<file path="src/rtl/frm_pkg.sv">
package frm_pkg;
    localparam int FR_W        = 14;
    localparam int LDP_W       = 15;
    localparam int REG_W       = 32;
    localparam int TOGGLE_BIT  = 31;
    localparam int LDP_LSB     = 16;
    localparam logic [FR_W-1:0]  FI_NOMINAL = 14'h2EDF;
    localparam logic [LDP_W-1:0] LDP_RESET  = '0;
    localparam logic ADDR_INTERVAL = 1'b0;
    localparam logic ADDR_REMAIN   = 1'b1;

    typedef enum logic [0:0] {
        ST_HALT = 1'b0,
        ST_RUN  = 1'b1
    } frm_state_e;
endpackage

</file>
<file path="src/rtl/frm_regs.sv">
module frm_regs
    import frm_pkg::*;
#(
    parameter int W_FR  = FR_W,
    parameter int W_LDP = LDP_W,
    parameter logic [W_FR-1:0]  FI_RST  = FI_NOMINAL,
    parameter logic [W_LDP-1:0] LDP_RST = LDP_RESET
) (
    input  logic             clk,
    input  logic             rst_n,
    input  logic             hc_reset,
    input  logic             reg_we,
    input  logic             reg_addr,
    input  logic [REG_W-1:0] reg_wdata,
    input  logic [W_FR-1:0]  fr_cnt,
    input  logic             fr_tog,
    output logic [W_FR-1:0]  fi_val,
    output logic [W_LDP-1:0] ldp_val,
    output logic             fi_tog,
    output logic [REG_W-1:0] reg_rdata
);
    localparam int PAD_FI = LDP_LSB - W_FR;
    localparam int PAD_FR = TOGGLE_BIT - W_FR;

    logic wr_int;
    logic wdata_unused;

    assign wr_int       = reg_we && (reg_addr == ADDR_INTERVAL) && !hc_reset;
    assign wdata_unused = ^reg_wdata[LDP_LSB-1:W_FR];

    always_ff @(posedge clk or negedge rst_n) begin
        if (!rst_n) begin
            fi_val  <= FI_RST;
            ldp_val <= LDP_RST;
            fi_tog  <= 1'b0;
        end else if (hc_reset) begin
            fi_val  <= FI_RST;
            ldp_val <= LDP_RST;
            fi_tog  <= 1'b0;
        end else if (wr_int) begin
            fi_val  <= reg_wdata[W_FR-1:0];
            ldp_val <= reg_wdata[LDP_LSB +: W_LDP];
            fi_tog  <= reg_wdata[TOGGLE_BIT];
        end
    end

    always_comb begin
        if (reg_addr == ADDR_INTERVAL)
            reg_rdata = {fi_tog, ldp_val, {PAD_FI{1'b0}}, fi_val};
        else
            reg_rdata = {fr_tog, {PAD_FR{1'b0}}, fr_cnt};
    end
endmodule

</file>
<file path="src/rtl/frm_ctrl.sv">
module frm_ctrl
    import frm_pkg::*;
#(
    parameter int W_FR = FR_W
) (
    input  logic            clk,
    input  logic            rst_n,
    input  logic            hc_reset,
    input  logic            op_enter,
    input  logic            bit_tick,
    input  logic [W_FR-1:0] fi_val,
    input  logic            fi_tog,
    output logic [W_FR-1:0] fr_cnt,
    output logic            fr_tog,
    output logic            sof_pulse,
    output logic            budget_load
);
    localparam logic [W_FR-1:0] ONE = W_FR'(1);

    frm_state_e state_q, state_d;
    logic counting;
    logic at_zero;
    logic wrap;

    // state register process
    always_comb begin
        state_d = state_q;
        unique case (state_q)
            ST_HALT: if (op_enter) state_d = ST_RUN;
            ST_RUN:  state_d = ST_RUN;
            default: state_d = ST_HALT;
        endcase
        if (hc_reset) state_d = ST_HALT;
    end

    always_ff @(posedge clk or negedge rst_n) begin
        if (!rst_n) state_q <= ST_HALT;
        else        state_q <= state_d;
    end

    // output decode process
    always_comb begin
        counting = 1'b0;
        unique case (state_q)
            ST_HALT: counting = 1'b0;
            ST_RUN:  counting = bit_tick && !op_enter && !hc_reset;
            default: counting = 1'b0;
        endcase
    end

    assign at_zero     = (fr_cnt == '0);
    assign wrap        = counting && at_zero;
    assign budget_load = (op_enter && !hc_reset) || wrap;

    always_ff @(posedge clk or negedge rst_n) begin
        if (!rst_n) begin
            fr_cnt    <= '0;
            fr_tog    <= 1'b0;
            sof_pulse <= 1'b0;
        end else if (hc_reset) begin
            fr_cnt    <= '0;
            fr_tog    <= 1'b0;
            sof_pulse <= 1'b0;
        end else begin
            sof_pulse <= wrap;
            if (op_enter) begin
                fr_cnt <= fi_val;
            end else if (wrap) begin
                fr_cnt <= fi_val;
            end else if (counting) begin
                fr_cnt <= fr_cnt - ONE;
                if (fr_cnt == ONE) fr_tog <= fi_tog;
            end
        end
    end
endmodule

</file>
<file path="src/rtl/frm_budget.sv">
module frm_budget
    import frm_pkg::*;
#(
    parameter int W_LDP = LDP_W
) (
    input  logic             clk,
    input  logic             rst_n,
    input  logic             hc_reset,
    input  logic             load,
    input  logic [W_LDP-1:0] load_val,
    input  logic             bit_tick,
    output logic [W_LDP-1:0] budget
);
    always_ff @(posedge clk or negedge rst_n) begin
        if (!rst_n)                        budget <= '0;
        else if (hc_reset)                 budget <= '0;
        else if (load)                     budget <= load_val;
        else if (bit_tick && budget != '0) budget <= budget - W_LDP'(1);
    end
endmodule

</file>
<file path="src/rtl/usb_frame_timer.sv">
module usb_frame_timer
    import frm_pkg::*;
(
    input  logic              clk,
    input  logic              rst_n,
    input  logic              hc_reset,
    input  logic              bit_tick,
    input  logic              op_enter,
    input  logic              reg_we,
    input  logic              reg_addr,
    input  logic [31:0]       reg_wdata,
    output logic [31:0]       reg_rdata,
    output logic              sof_pulse,
    output logic [LDP_W-1:0]  budget_cnt
);
    logic [FR_W-1:0]  fi_val;
    logic [LDP_W-1:0] ldp_val;
    logic             fi_tog;
    logic [FR_W-1:0]  fr_cnt;
    logic             fr_tog;
    logic             budget_load;

    frm_regs #(.W_FR(FR_W), .W_LDP(LDP_W)) u_regs (
        .clk(clk), .rst_n(rst_n), .hc_reset(hc_reset),
        .reg_we(reg_we), .reg_addr(reg_addr), .reg_wdata(reg_wdata),
        .fr_cnt(fr_cnt), .fr_tog(fr_tog),
        .fi_val(fi_val), .ldp_val(ldp_val), .fi_tog(fi_tog),
        .reg_rdata(reg_rdata)
    );

    frm_ctrl #(.W_FR(FR_W)) u_ctrl (
        .clk(clk), .rst_n(rst_n), .hc_reset(hc_reset),
        .op_enter(op_enter), .bit_tick(bit_tick),
        .fi_val(fi_val), .fi_tog(fi_tog),
        .fr_cnt(fr_cnt), .fr_tog(fr_tog),
        .sof_pulse(sof_pulse), .budget_load(budget_load)
    );

    frm_budget #(.W_LDP(LDP_W)) u_budget (
        .clk(clk), .rst_n(rst_n), .hc_reset(hc_reset),
        .load(budget_load), .load_val(ldp_val),
        .bit_tick(bit_tick), .budget(budget_cnt)
    );
endmodule

</file>
<file path="config.mk">
export PLATFORM = sky130hd
export DESIGN_NAME = usb_frame_timer
export DESIGN_NICKNAME = d
export VERILOG_FILES = /design/src/rtl/frm_pkg.sv /design/src/rtl/frm_regs.sv /design/src/rtl/frm_ctrl.sv /design/src/rtl/frm_budget.sv /design/src/rtl/usb_frame_timer.sv
export SDC_FILE = /design/constraint.sdc
export NUM_CORES = 1
export LEC_CHECK = 0
export CAP_MARGIN = 20
export CORE_MARGIN = 2
export CORE_UTILIZATION = 59
export DETAILED_ROUTE_END_ITERATION = 10
export DONT_BUFFER_PORTS = 1
export PLACE_DENSITY = 0.77
export SLEW_MARGIN = 40
export SYNTH_ARGS = -nofsm -noshare
export SYNTH_HDL_FRONTEND = slang
export SYNTH_SLANG_ARGS = --single-unit
</file>
<file path="constraint.sdc">
create_clock -name clk -period 4.23 [get_ports clk]
set_input_delay 0.846 -clock clk [delete_from_list [all_inputs] [get_ports clk]]
set_output_delay 0.846 -clock clk [all_outputs]
set_load 0.01 [all_outputs]
</file>
==> results.md, run 1 <==
Outcome:
- The run finished with clean final reports.

Die:
- The overall die area is 0.00659 mm².
- Measured along the x axis, the die boundary spans 81.2 µm.
- The height of the die is 81.2 µm.
- The floorplan step defined a core boundary enclosing 0.00585 mm².
- For this configuration, the core starts out at a cell density of 60.1%.
- Pin placement for this block handled 87 I/O pins.
- The number of rows in the core area is 28.

Pwr:
- Power comes to 1.89 mW.
- The total leakage power is 1.55 nW.
- The power per cell area is 506 mW/mm².
- IR analysis of the VDD net gives a maximum drop of 308 µV.

STA:
- Setup repair after global routing left no endpoint under its margin.
- Timing would allow up to 367 MHz.
- The final setup skew is 0.0118 ns.
- After layout, the worst path uses 64.4% of the clock period.
- Across all setup checks in the final design, the least slack found is 1.51 ns.
- The clock period minus final worst setup slack is 2.72 ns.
- The setup TNS after final layout is 0 ns.
- The count of final hold-check violations came to 0.
- On the final layout, the worst hold slack is 0.175 ns.
- The setup violation total in the final timing report is 0.
- The transition time at the pin with the least slew margin is 0.704 ns.
- The max-slew violation count is 0.
- The worst pin sits at a relative slew slack of 53.0%.

Detailed routing:
- The detail-routed via count per cell is 6.57.
- In this run the remaining antenna-violating nets after routing total 0.
- The final layout contains routed wiring with a total length of 8430 µm.
- The first TritonRoute pass finished after 4 iterations.
- Across all layers, the routed design uses 2707 vias.
- The wire length per cell after detailed routing is 20.5 µm.
- The total DRC errors in the routed layout is 0.
- The number of design-rule violations left by the first detailed-router iteration is 231.

Clock network:
- The tree built by TritonCTS fans out to 62 sinks.
- In this run the number of H-tree levels came out at 3.
- The clock reaches the later pin of the worst-skew pair after 0.35 ns.
- The post-cts gate resize count is 0.
- The count of hold-fix buffers inserted at cts is 0.
- Buffers inserted during clock tree synthesis total 9.
- No sink is reached through more buffers than the 2 on the longest clock path.
- Clock tree synthesis selected as its root buffer the cell clkbuf_8.
- After clock tree synthesis, the clock-pin slew on the worst setup and hold paths is 0.08 ns.
- TritonCTS built the clock tree.
- The buffer count from post-CTS setup fixing is 0.

Final layout:
- The layout net count is 374.
- From synthesis to final layout, the design area changed by 6.41%.
- The layout cell share with drive strength beyond 1 is 19.3%.
- The library cells used most frequently in the layout, excluding fill and tap cells, are dfrtp_1 (51), nor2_1 (20), a22o_1 (17).
- The library cell used most frequently in the layout, excluding fill and tap cells, is dfrtp_1.
- The number of diodes added for antenna fixing is 0.
- The finished cells cover 0.00374 mm².

Critical path:
- The capture point of the worst reg-to-reg path is u_budget.budget[13].
- The internal reg-to-reg setup slack is 1.51 ns.
- The worst setup path category is reg -> reg.
- STA classifies the critical path endpoint as a flop.
- The worst reg2reg path startpoint is u_budget.budget[0].
- The maximum fanout encountered on the critical timing path is 7.
- STA classifies the critical path startpoint as a flop.
- The length in cells of the worst reg-to-reg path is 7.
- The critical path goes through inv_1 > ha_1 > or4b_4 > o41a_1 > a2111oi_4 > a21oi_1 > o22ai_1.
- The arrival time at the worst endpoint is 2.99 ns.
- The slowest cell on the critical path is a2111oi_4.
- The critical path's largest stage delay is 0.60 ns.
- STA puts the critical path data required time at 4.49 ns.

Synth:
- The sequential share of the synthesized area is 44.5%.
- The count of cell types in the netlist is 61.
- The post-synthesis async set-or-reset flop share is 100%.
- The warning count from the yosys run is 0.
- Synthesis inferred 62 register bits.
- Synthesis handed over a netlist of 344 instances.
- For this run, the leading register cell type out of synthesis is dfrtp_1.
- The synthesized cell area is 0.00352 mm².
- The average instance in the mapped netlist occupies 10.2 µm².
- Yosys mapped a number of flops with a built-in enable equal to 0.

Global routing:
- For this run, global-route usage on met2 was measured as 36.8%.
- The total global routing overflow is 0.
- In the global route stage, overall resource usage came out at 27.2%.
- The number of antenna violations at the first check in global routing is 0.
- The met3 layer usage reported by global route is 7.33%.
- The largest net degree at the start of global routing is 63.
- The first global-routing pass estimated 13400 µm of wire.
- The global-route layer with the greatest usage is met1.
- For this run, global-route usage on met1 was measured as 41.6%.
- The number of global-route vias before repair is 2548.

Placed design:
- Summed over all nets, the half-perimeter wirelength after detailed placement is 5910 µm.
- The final estimated routing congestion in global placement is 0.848.
- The count of buffers added on input and output ports is 0.
- The post-place setup slack is 1.54 ns.
- Once placement finished, the instance area stood at 0.00350 mm².

Min path:
- The path class of the tightest hold or removal check is in -> async.

Flow run:
- Max-cap violations in this run came to 0.
sequential cells by signal (all words and copies together), names as in the netlist:
name / count
u_regs.ldp_val: 15
u_ctrl.state_q: 1
u_ctrl.sof_pulse: 1
u_ctrl.fr_tog: 1
u_regs.fi_val: 14
u_ctrl.fr_cnt: 14
u_budget.budget: 15
u_regs.fi_tog: 1
power by group:
group	internal [mW]	leakage, nW	switching (mW)
Combinational	0.218	0.638	0.294
Sequential	0.665	0.802	0.117
Clock	0.351	0.113	0.247
Total	1.23	1.55	0.658
area by class of cell:
| class | count | area (µm²) |
|---|---|---|
| Timing Repair Buffer | 2 | 15.0 |
| Sequential cell | 62 | 1570 |
| Tap cell | 75 | 93.8 |
| Clock inverter | 6 | 93.8 |
| Fill cell | 465 | 2110 |
| Multi-Input combinational cell | 243 | 1780 |
| Clock buffer | 10 | 138 |
| Inverter | 14 | 52.6 |
through the flow:
stage | util, % | cells
after floorplan | - | 345
final | 63.9 | 412
after global placement | 59.8 | 396
after CTS | 63.8 | 412
after detailed placement | 59.8 | 396
after global routing | 63.9 | 412
how the worst max path moves through the flow:
| stage | from | end | slack (ns) | depth (start not counted) |
|---|---|---|---|---|
| after global placement | bit_tick | u_budget.budget[2] | 1.61 | 5 |
| after CTS | u_budget.budget[0] | u_budget.budget[13] | 1.55 | 7 |
| after global routing | u_budget.budget[0] | u_budget.budget[5] | 1.39 | 7 |
| final | u_budget.budget[0] | u_budget.budget[13] | 1.51 | 7 |
| after detailed placement | bit_tick | u_budget.budget[8] | 1.54 | 5 |
| after floorplan | hc_reset | u_budget.budget[10] | 1.79 | 9 |
critical path: cells and delay by family, from the launching register on:
family          cells  cell delay, ns
flops               1            0.47
buf+inv             1            0.11
simple gates        1            0.52
compound gates      4            1.33
fa+ha+maj           1            0.21
layer usage:
metal	vias to the layer above	part of all wire [%]
li1	1278	-
met4	0	1.1
met5	-	0
met1	1312	47
met2	107	44
met3	10	8.4
cells by family after synthesis:
group,Yosys count,synth area share [%]
AO/OA/AOI/OAI,95,21.4
other,1,0.107
buffers and inverters,40,5.27
adder cells (fa/ha/maj),3,1.07
multiplexers,29,8.79
flip-flops,62,44.5
AND/OR/NAND/NOR,114,18.8
synth_stat cells, types with 5 or more instances:
library cell / count / area [µm²]
dfrtp_1: 51 / 1280
nor2_1: 22 / 82.6
a22o_1: 17 / 149
nor2b_1: 17 / 106
mux2_2: 15 / 169
nand2_1: 15 / 56.3
inv_1: 14 / 52.6
mux2i_1: 14 / 140
o22ai_1: 14 / 87.6
nand3_1: 12 / 60.1
clkbuf_1: 11 / 41.3
dfstp_2: 11 / 289
o22a_1: 10 / 87.6
o21ai_0: 9 / 45.0
nor4_1: 8 / 50.1
nor3_1: 7 / 35.0
a21oi_1: 6 / 30.0
a22oi_1: 6 / 45.0
buf_2: 6 / 30.0
o311ai_0: 6 / 52.6
or3_1: 6 / 37.5
o211ai_1: 5 / 37.5
Power figures use the tool's default switching activity.
==> run 2: changes to the inputs <==
clock period = 2.75 ns   (was 4.23 ns; I/O delays follow)
==> results.md, run 2 (synthesis results as in run 1) <==
Clock network:
- The worst-case clock buffer depth is 2 (unchanged).
- The number of H-tree branching levels is 3 (unchanged).
- The number of clock sinks is 62 (unchanged).
- The buffer count from post-CTS setup fixing came to 0 (unchanged).
- The clock tree root buffer cell is clkbuf_8 (unchanged).
- The TritonCTS clock tree is yes (unchanged).
- The post-cts gate resize count was 0 (unchanged).
- The number of buffers inserted during clock tree synthesis is 9 (unchanged).
- The clock-pin slew reported for the worst setup and hold paths after clock tree synthesis is 0.07 ns (was 0.08 ns).
- The clock latency at the later pin of the worst-skew pair is 0.34 ns (was 0.35 ns).

Detailed routing:
- The total vias in the final route is 2838 (was 2707).
- The detail-routed via count per cell is 6.74 (was 6.57).
- The total DRC errors in the routed layout came to 0 (unchanged).
- The post-route antenna net violation count is 0 (unchanged).
- The wire length per cell after detailed routing came to 20.6 µm (was 20.5 µm).
- The number of design-rule violations left by the first detailed-router iteration is 243 (was 231).
- The number of detailed-routing iterations run before antenna repair is 4 (unchanged).
- The total wire length is 8650 µm (was 8430 µm).

Final layout:
- The final instance area was 0.00378 mm² (was 0.00374 mm²).
- The relative area change from synthesis to final layout is 7.65% (was 6.41%).
- Leading cell types in the layout, fill and taps excluded: dfrtp_1 (51), nor2_1 (20), nor2b_1 (17), a22o_1 (17) (was dfrtp_1 (51), nor2_1 (20), a22o_1 (17)).
- The number of diodes added for antenna fixing is 0 (unchanged).
- The most common library cell in the layout ignoring fill and taps is dfrtp_1 (unchanged).
- The layout cell share with drive strength beyond 1 is 20.8% (was 19.3%).
- Largest registers: u_budget.budget x15, u_regs.ldp_val x15 (unchanged).
- The layout net count was 383 (was 374).

Global routing:
- The total routing usage reported by global routing was 28.1% (was 27.2%).
- The number of antenna violations at the first check in global routing was 0 (unchanged).
- The number of global-route vias before repair is 2598 (was 2548).
- The largest net degree at the start of global routing is 52 (was 63).
- The total global routing overflow is 0 (unchanged).
- The first-pass GRT wire length is 13700 µm (was 13400 µm).

Die:
- The count of pins on the block boundary is 87 (unchanged).
- The number of rows in the core area is 28 (unchanged).
- The floorplan die width came to 81.2 µm (unchanged).
- The height of the die is 81.2 µm (unchanged).
- The initial core utilization is 60.1% (unchanged).
- The floorplan core area came to 0.00585 mm² (unchanged).
- The overall die area is 0.00659 mm² (unchanged).

Min path:
- The worst min-delay path class is in -> async (unchanged).

Placed design:
- The post-DP HPWL is 6040 µm (was 5910 µm).
- The post-place setup slack was 0.0901 ns (was 1.54 ns).
- The number of input and output port buffers inserted is 0 (unchanged).
- The final estimated routing congestion in global placement is 0.847 (was 0.848).
- The total placed instance area came to 0.00356 mm² (was 0.00350 mm²).

STA:
- The final worst-path setup slack was 0.200 ns (was 1.51 ns).
- The setup violation total in the final timing report came to 0 (unchanged).
- The count of final hold-check violations is 0 (unchanged).
- The tightest hold margin came to 0.0437 ns (was 0.175 ns).
- The normalized max-slew margin was 52.7% (was 53.0%).
- The clock period minus final worst setup slack is 2.55 ns (was 2.72 ns).
- Unrepaired setup endpoints after global routing: no (unchanged).
- The final setup skew was 0.0103 ns (was 0.0118 ns).
- The share of the clock period used by the worst path after layout came to 92.7% (was 64.4%).
- The achievable frequency is 392 MHz (was 367 MHz).
- The transition time at the pin with the least slew margin is 0.708 ns (was 0.704 ns).
- The max-slew violation count came to 0 (unchanged).
- The setup TNS after final layout was 0 ns (unchanged).

Pwr:
- The switching fraction of total power came to 36.1% (was 34.8%).
- The share of power burned in the clock network is 27.6% (was 31.6%).
- The power per cell area is 743 mW/mm² (was 506 mW/mm²).
- The relative contribution of combinational cells to total power is 30.6% (was 27.0%).
- The net switching component of the power is 1.02 mW (was 0.658 mW).
- The sequential fraction of design power is 41.8% (was 41.3%).
- The total leakage power was 1.58 nW (was 1.55 nW).
- The worst voltage drop across the vdd grid is 427 µV (was 308 µV).
- The internal power summed over all cells is 1.80 mW (was 1.23 mW).

Critical path:
- The arrival time at the worst endpoint is 2.81 ns (was 2.99 ns).
- The start point of the critical path was u_budget.budget[0] (unchanged).
- The type of element launching the critical path is a flop (unchanged).
- The length in cells of the worst reg-to-reg path is 7 (unchanged).
- The capture point of the worst reg-to-reg path is u_budget.budget[13] (unchanged).
- The internal reg-to-reg setup slack is 0.20 ns (was 1.51 ns).
- The worst reg2reg path startpoint is u_budget.budget[0] (unchanged).
- The destination of the critical timing path is u_budget.budget[13] (unchanged).
- The worst endpoint required time is 3.01 ns (was 4.49 ns).
- The sort of element at the end of the critical path is a flop (unchanged).
- The maximum fanout encountered on the critical timing path is 7 (unchanged).
- The worst setup path category is reg -> reg (unchanged).

Flow run:
- The total of max-cap violations is 0 (unchanged).

Outcome:
- Outcome: complete, no violations (unchanged).
run 2: routing by layer:
| layer | track usage, % | part of all wire [%] | vias up |
|---|---|---|---|
| met5 | 0 | 0 | - |
| met4 | 10.0 | 1.0 | 0 |
| met2 | 37.9 | 44 | 129 |
| met1 | 42.0 | 45 | 1393 |
| li1 | - | - | 1306 |
| met3 | 9.00 | 9.9 | 10 |
run 2: cell type report:
class	count	area, µm²
fill	475	2070
multi-input combinational	243	1780
sequential	62	1570
clock buffer	10	128
timing repair buffer	11	103
tap	75	93.8
clock inverter	6	62.6
inverter	14	52.6
run 2: critical path, cell delays in order (launching register included):
cell	delay (ns)
dfrtp_1	0.37
inv_1	0.09
ha_1	0.21
or4b_4	0.52
o41a_1	0.47
a2111oi_4	0.51
a21oi_1	0.10
o22ai_1	0.18
run 2: through the flow:
stage                     std cells  power [mW]  util (%)
after floorplan                 345        1.84         -
after CTS                       421        2.81      64.5
final                           421        2.81      64.7
after detailed placement        404        2.01      60.8
after global routing            421        2.98      64.7
after global placement          404        1.98      60.8
run 2: how the worst min path moves through the flow:
stage	from	end	slack, ns	cells past startpoint
2_1_floorplan	rst_n	u_budget.budget[0]	0.25	0
3_3_place_gp	rst_n	u_ctrl.fr_cnt[7]	0.26	0
3_5_place_dp	rst_n	u_ctrl.fr_cnt[7]	0.26	0
4_1_cts	rst_n	u_regs.fi_val[7]	0.03	0
5_1_grt	rst_n	u_regs.fi_val[7]	0.02	0
6_report	rst_n	u_regs.fi_val[7]	0.04	0
run 2: timing repair:
item                                    in CTS  in global routing
hold endpoints to repair                    51                  0
endpoints found under the setup margin       0                  2
hold buffers                                 1                  0
run 2: power by group through the flow:
| stage | clock [mW] | combinational (mW) | sequential, mW |
|---|---|---|---|
| after floorplan | 0 | 0.673 | 1.16 |
| after CTS | 0.791 | 0.845 | 1.17 |
| final | 0.777 | 0.859 | 1.18 |
| after global placement | 0 | 0.795 | 1.18 |
| after global routing | 0.834 | 0.950 | 1.19 |
| after detailed placement | 0 | 0.819 | 1.19 |
